### config.mk
export PLATFORM = sky130hd
export DESIGN_NAME = hdr_ratio_detect
export DESIGN_NICKNAME = d
export VERILOG_FILES = /design/src/rtl/hdr_pkg.sv /design/src/rtl/hdr_ctrl.sv /design/src/rtl/hdr_datapath.sv /design/src/rtl/hdr_ratio_detect.sv
export SDC_FILE = /design/constraint.sdc
export NUM_CORES = 1
export LEC_CHECK = 0
export CAP_MARGIN = 25
export CORE_ASPECT_RATIO = 0.8
export CORE_MARGIN = 3
export CORE_UTILIZATION = 40
export DETAILED_ROUTE_END_ITERATION = 10
export DONT_BUFFER_PORTS = 1
export PLACE_DENSITY = 0.61
export SLEW_MARGIN = 25
export SYNTH_ARGS = -nofsm -noshare
export SYNTH_HDL_FRONTEND = slang
export SYNTH_SLANG_ARGS = --single-unit
### constraint.sdc
create_clock -name clk -period 4.3 [get_ports clk]
set_input_delay 0 -clock clk [delete_from_list [all_inputs] [get_ports clk]]
set_output_delay 0 -clock clk [all_outputs]
set_load 0.02 [all_outputs]
### src/rtl/hdr_pkg.sv
package hdr_pkg;

  typedef struct packed {
    logic clearAll;
    logic capEnc;
    logic finish;
    logic flagErr;
  } hdrStrb_t;

  function automatic logic [1:0] ratio_pick(logic enc, logic cmp, logic wide);
    logic [1:0] base;
    if (!enc && !cmp) return 2'd0;
    base = cmp ? 2'd2 : 2'd1;
    return base + {1'b0, wide};
  endfunction

endpackage

### src/rtl/hdr_ctrl.sv
module hdr_ctrl
  import hdr_pkg::*;
#(
  parameter int ENC_IDX = 69,
  parameter int CMP_IDX = 229
) (
  input  logic     clk,
  input  logic     rst_n,
  input  logic     validIn,
  input  logic     sopIn,
  input  logic     lastIn,
  output hdrStrb_t strb
);
  localparam int IDX_W = $clog2(CMP_IDX + 1);
  localparam logic [IDX_W-1:0] ENC_AT = IDX_W'(ENC_IDX);
  localparam logic [IDX_W-1:0] CMP_AT = IDX_W'(CMP_IDX);

  typedef enum logic [1:0] {S_IDLE, S_ARMED, S_DONE} ctrlState_t;

  ctrlState_t state;
  logic [IDX_W-1:0] idx, curIdx;
  logic startBeat, accept;

  initial begin
    assert (ENC_IDX < CMP_IDX) else $error("encryption word must precede compression word");
  end

  always_comb begin
    startBeat     = validIn & sopIn;
    curIdx        = startBeat ? '0 : idx;
    accept        = startBeat | (validIn & (state == S_ARMED));
    strb.clearAll = startBeat;
    strb.capEnc   = accept & (curIdx == ENC_AT);
    strb.finish   = accept & (curIdx == CMP_AT);
    strb.flagErr  = accept & lastIn & (curIdx < CMP_AT);
  end

  always_ff @(posedge clk or negedge rst_n) begin
    if (!rst_n) begin
      state <= S_IDLE;
      idx   <= '0;
    end else if (strb.finish) begin
      state <= S_DONE;
    end else if (strb.flagErr) begin
      state <= S_IDLE;
    end else if (accept) begin
      state <= S_ARMED;
      idx   <= curIdx + 1'b1;
    end
  end


  idx_bound_chk: assert property (@(posedge clk) disable iff (!rst_n)
    (state == S_ARMED) |-> (idx <= CMP_AT));


  done_quiet_chk: assert property (@(posedge clk) disable iff (!rst_n)
    (state == S_DONE && !sopIn) |-> !(strb.finish || strb.flagErr || strb.capEnc));

endmodule

### src/rtl/hdr_datapath.sv
module hdr_datapath
  import hdr_pkg::*;
#(
  parameter int DATA_W  = 32,
  parameter int ENC_LSB = 2,
  parameter int ENC_W   = 2,
  parameter int CMP_BIT = 1
) (
  input  logic              clk,
  input  logic              rst_n,
  input  hdrStrb_t          strb,
  input  logic [DATA_W-1:0] dataIn,
  input  logic              widthIn,
  output logic              encFlag,
  output logic              cmpFlag,
  output logic [1:0]        ratioCode,
  output logic              resultValid,
  output logic              shortErr
);
  logic wideReg;
  logic encNow, cmpNow;

  always_comb begin
    encNow = |dataIn[ENC_LSB +: ENC_W];
    cmpNow = ~dataIn[CMP_BIT];
  end

  always_ff @(posedge clk or negedge rst_n) begin
    if (!rst_n) begin
      encFlag     <= 1'b0;
      cmpFlag     <= 1'b0;
      ratioCode   <= 2'd0;
      resultValid <= 1'b0;
      shortErr    <= 1'b0;
      wideReg     <= 1'b0;
    end else begin
      resultValid <= strb.finish;
      if (strb.clearAll) begin
        encFlag   <= 1'b0;
        cmpFlag   <= 1'b0;
        ratioCode <= 2'd0;
        shortErr  <= 1'b0;
        wideReg   <= widthIn;
      end
      if (strb.capEnc) encFlag <= encNow;
      if (strb.finish) begin
        cmpFlag   <= cmpNow;
        ratioCode <= ratio_pick(encFlag, cmpNow, wideReg);
      end
      if (strb.flagErr) shortErr <= 1'b1;
    end
  end


  pulse_once_chk: assert property (@(posedge clk) disable iff (!rst_n)
    resultValid |=> !resultValid);


  err_excl_chk: assert property (@(posedge clk) disable iff (!rst_n)
    !(resultValid && shortErr));


  plain_ratio_chk: assert property (@(posedge clk) disable iff (!rst_n)
    (resultValid && !encFlag && !cmpFlag) |-> (ratioCode == 2'd0));


  ratio_hold_chk: assert property (@(posedge clk) disable iff (!rst_n)
    (!strb.clearAll && !strb.finish) |=> $stable(ratioCode));


  clear_flag_chk: assert property (@(posedge clk) disable iff (!rst_n)
    (strb.clearAll && !strb.capEnc && !strb.flagErr) |=> (!encFlag && !shortErr));

endmodule

### src/rtl/hdr_ratio_detect.sv
module hdr_ratio_detect
  import hdr_pkg::*;
#(
  parameter int DATA_W  = 32,
  parameter int ENC_IDX = 69,
  parameter int CMP_IDX = 229,
  parameter int ENC_LSB = 2,
  parameter int ENC_W   = 2,
  parameter int CMP_BIT = 1
) (
  input  logic              clk,
  input  logic              rst_n,
  input  logic              validIn,
  input  logic              sopIn,
  input  logic              lastIn,
  input  logic [DATA_W-1:0] dataIn,
  input  logic              widthIn,
  output logic              encFlag,
  output logic              cmpFlag,
  output logic [1:0]        ratioCode,
  output logic              resultValid,
  output logic              shortErr
);
  hdrStrb_t strb;

  hdr_ctrl #(.ENC_IDX(ENC_IDX), .CMP_IDX(CMP_IDX)) u_ctrl (
    .clk(clk), .rst_n(rst_n), .validIn(validIn), .sopIn(sopIn),
    .lastIn(lastIn), .strb(strb)
  );

  hdr_datapath #(.DATA_W(DATA_W), .ENC_LSB(ENC_LSB), .ENC_W(ENC_W),
                 .CMP_BIT(CMP_BIT)) u_dp (
    .clk(clk), .rst_n(rst_n), .strb(strb), .dataIn(dataIn),
    .widthIn(widthIn), .encFlag(encFlag), .cmpFlag(cmpFlag),
    .ratioCode(ratioCode), .resultValid(resultValid), .shortErr(shortErr)
  );

endmodule

==> results.rst <==
.. list-table::
   :header-rows: 1

   * - Metric
     - Value
   * - Status
     - finished, final reports clean
   * - Routed wl met2
     - approximately 900 um
   * - Number of cells on the worst reg-to-reg path
     - 7
   * - Nature of the critical path endpoint
     - register
   * - Total design power
     - ~380 uW
   * - Crit Path Class
     - register to register
   * - Crit path capture
     - u_ctrl.idx[1]
   * - Count of H-tree levels built during CTS
     - 1
   * - Launching point of the worst reg2reg path
     - u_ctrl.idx[1]
   * - Vias
     - ~730
   * - Clock skew after layout
     - between 0.002 and 0.0025 ns
   * - Combinational family with the most area after synthesis
     - simple AND/OR/NAND/NOR gates
   * - Detailed Route WL
     - ~1.9 mm
   * - Sum of net half-perimeters after detailed placement
     - 1.33 mm
   * - Critical Path Source
     - u_ctrl.idx[1]
   * - Endpoint required time on the critical path
     - roughly 4.5 ns
   * - Util after Layout
     - 0.504
   * - Die outline height
     - 48.9 um
   * - Length of the first detailed-routing pass in iterations
     - 4
   * - Initial antenna violation count
     - 0
   * - Flop2flop setup slack
     - roughly 2.1 ns
   * - Diodes inserted
     - 0
   * - Max Slew Vio Count
     - 0
   * - Synthesized netlist net count
     - about 140
   * - Placeable core area
     - 2030 um^2
   * - Transition at the pin with the smallest max-transition slack
     - between 0.7 and 0.8 ns
   * - Via count normalized by instance count
     - 5.61
   * - Peak fanout along the critical path
     - 7
   * - Overflow after GRT
     - 0
   * - Nets
     - about 150
   * - Mean instance size in the synthesized netlist
     - 9.29 um^2
   * - Kind of path behind the tightest hold check
     - input port to register
   * - Clock slew seen by the registers of the worst setup and hold paths
     - about 0.1 ns
   * - Worst ir drop on vdd
     - roughly 230 uV
   * - Share of synthesized cell area in and, or, nand and nor gates
     - 0.223
   * - Achievable clock frequency
     - 0.455 GHz
   * - Rows
     - 14
   * - Fraction of the cycle the final worst path needs
     - 0.511
   * - Post-synthesis instance total
     - 99
   * - Crit path launch type
     - register
   * - Final worst setup slack
     - approximately 2.1 ns
   * - Yosys synthesis warning count
     - 0
   * - Number of global-route vias before repair
     - slightly above 700
   * - Final ANT Viol Nets
     - 0
   * - Pre-CTS setup slack
     - approximately 2.1 ns
   * - Number of distinct standard cells referenced by the synthesized netlist
     - 30
   * - Synthesized cell area
     - about 920 um^2
   * - Total of max-cap violations
     - 0
   * - Input/output buffers
     - 0
   * - Die ar.
     - around 3000 um^2
   * - Weighted congestion reported at the end of routability-driven placement
     - about 0.75
   * - Leakage
     - 0.000449 uW
   * - Buffers inserted by post-CTS timing repair
     - 0
   * - Compound-Gate Fraction of Synth Area
     - 0.203
   * - Starting utilization of the core area
     - 0.453
   * - R2r endpoint
     - u_ctrl.idx[1]
   * - Die X-Extent
     - about 60 um
   * - # DRC
     - 0
   * - Clock latency at the later pin of the worst-skew pair
     - just under 0.3 ns
   * - Final TNS setup
     - 0 ns
   * - Post-route met1 wirelength
     - 847 um
   * - Largest net degree at the start of global routing
     - 18
   * - Crit path arrival time
     - 2.39 ns
   * - Part of the Yosys area used for sequential elements
     - 0.463
   * - Cts bufs inserted
     - 3
   * - WHS
     - between 0.005 and 0.006 ns
   * - Total count of hold-check failures in the final report
     - 0
   * - Synthesis-to-finish area growth
     - 11.4%
   * - Fill cells
     - 210
   * - FF+latch count, synth
     - 17
   * - Power per unit of standard cell area
     - approximately 370 nW/um^2
   * - GRT Overall Usage
     - 0.138
   * - Max_slew headroom
     - 0.494
   * - CTS max path bufs
     - 2
   * - Xor-xnor portion of the synthesized cell area
     - 0
   * - Post-Synth Adder-Cell Area
     - 0.0544
   * - Clock sink total
     - 17
   * - Minimum period implied by the final worst setup slack
     - around 2.2 ns
   * - Uppermost signal routing layer after detailed routing
     - met4
   * - Finish-stage setup viols
     - 0
   * - Routed length on met3
     - approximately 110 um
   * - Root Driver
     - clkbuf_4
   * - Wire length of the first global-routing pass
     - between 3 and 4 mm
   * - Layout cells sized above 1
     - 0.0849
   * - Number of ports placed on the die boundary
     - 44
   * - TritonCTS clock tree
     - built
   * - Unrepaired setup endpoints after global routing
     - no
   * - Detailed router's first-iteration violation count
     - 22
   * - Multiplexer share of the synthesized area
     - 0.0231
   * - Average detailed-routed wire length per instance
     - 14.3 um
   * - CTS-repair resized insts
     - 0
-- Yosys cell counts (all sizes together) --
master   instances  area share
nand4            1      0.0068
clkbuf           2      0.0082
nand2           13       0.053
a41oi            1      0.0095
ha               4       0.054
nor3             1       0.011
dfrtp           17        0.46
mux2i            1       0.011
buf              1      0.0054
o31ai            3       0.024
and2             2       0.014
a21oi            1      0.0054
a2bb2oi          1      0.0095
nor2            12       0.049
a211oi           1       0.022
a31oi            2       0.014
a21o             3       0.024
nand2b           1      0.0068
inv              5       0.020
a32oi            1      0.0095
o21ai           12       0.065
and3             3       0.020
a211o            1      0.0095
mux2             1       0.012
nand3            5       0.033
nor4b            1       0.016
o41ai            1      0.0095
nor2b            2       0.014
-- area by class of cell --
class                      count  area [um^2]  share of cell area
clock buffer                   3         22.5              0.0220
clock inverter                 1         5.00             0.00488
timing repair buffer           6         60.1              0.0586
sequential                    17          425               0.415
tap                           24         30.0              0.0293
inverter                       5         18.8              0.0183
multi-input combinational     74          463               0.452
-- power by group --
| group | switching, uW | internal, uW |
|---|---|---|
| registers | 22.0 | 181 |
| logic | 49.5 | 39.3 |
| clock network | 51.2 | 34.7 |
| total | 123 | 255 |
-- critical path: stages, from the launching register on --
cell	delay, ns
dfrtp_1	0.36
and2_1	0.15
inv_1	0.06
ha_1	0.18
nand2b_1	0.13
a211o_1	0.36
a211oi_4	0.46
mux2_2	0.38
-- registers in the layout, summed over array words and instances, names as in the netlist --
signal and count:
u_dp.ratioCode 2, u_dp.resultValid 1, u_ctrl.state 2, u_dp.shortErr 1
u_dp.encFlag 1, u_dp.cmpFlag 1, u_ctrl.idx 8, u_dp.wideReg 1
-- worst min-delay path by stage --
| stage | cells after the start | slack (ns) | endpoint | from |
|---|---|---|---|---|
| floorplan | 0 | -0.30 | u_ctrl.idx[0] | rst_n |
| global placement | 0 | -0.30 | u_dp.resultValid | rst_n |
| detailed placement | 0 | -0.30 | u_ctrl.state[1] | rst_n |
| CTS | 4 | 0.003 | u_dp.ratioCode[0] | dataIn[1] |
| global route | 4 | 0.04 | u_dp.ratioCode[0] | dataIn[1] |
| finish | 4 | 0.006 | u_dp.ratioCode[0] | dataIn[1] |
-- placed cells by master, fill, tap and decap left out, types with 2 or more instances in the layout --
master / netlist / layout
a21o_1: 3 / 3
and3_1: 3 / 3
nor2b_1: 2 / 2
nand3_1: 4 / 4
clkbuf_4: 0 / 3
a31oi_1: 2 / 2
ha_1: 4 / 4
o31ai_1: 3 / 3
o21ai_0: 11 / 11
dfrtp_1: 17 / 17
nor2_1: 12 / 12
and2_1: 2 / 2
inv_1: 5 / 5
nand2_1: 13 / 13
dlygate4sd3_1: 0 / 6
-- per-layer routing --
| layer | global-route usage | vias to the layer above |
|---|---|---|
| li1 | - | 361 |
| met1 | 0.159 | 345 |
| met4 | 0.0443 | 0 |
| met3 | 0.0503 | 4 |
| met5 | 0 | - |
| met2 | 0.235 | 19 |
-- metrics by stage --
step	cells	instance area, um^2
6_report	130	1020
5_1_grt	130	1020
4_1_cts	130	1020
3_5_place_dp	120	937
3_3_place_gp	120	937
2_1_floorplan	99	920
-- logic make-up after synthesis --
kind of cell             after synthesis
AO/OA/AOI/OAI                         27
adder cells (fa/ha/maj)                4
buffers and inverters                  8
flip-flops                            17
multiplexers                           2
AND/OR/NAND/NOR                       41
-- what timing repair did --
| item | in CTS | in global routing |
|---|---|---|
| hold buffers | 6 | 0 |
| endpoints found under the setup margin | 0 | 0 |
| hold endpoints to repair | 26 | 0 |
No activity file was read; power rests on OpenSTA's default activity.
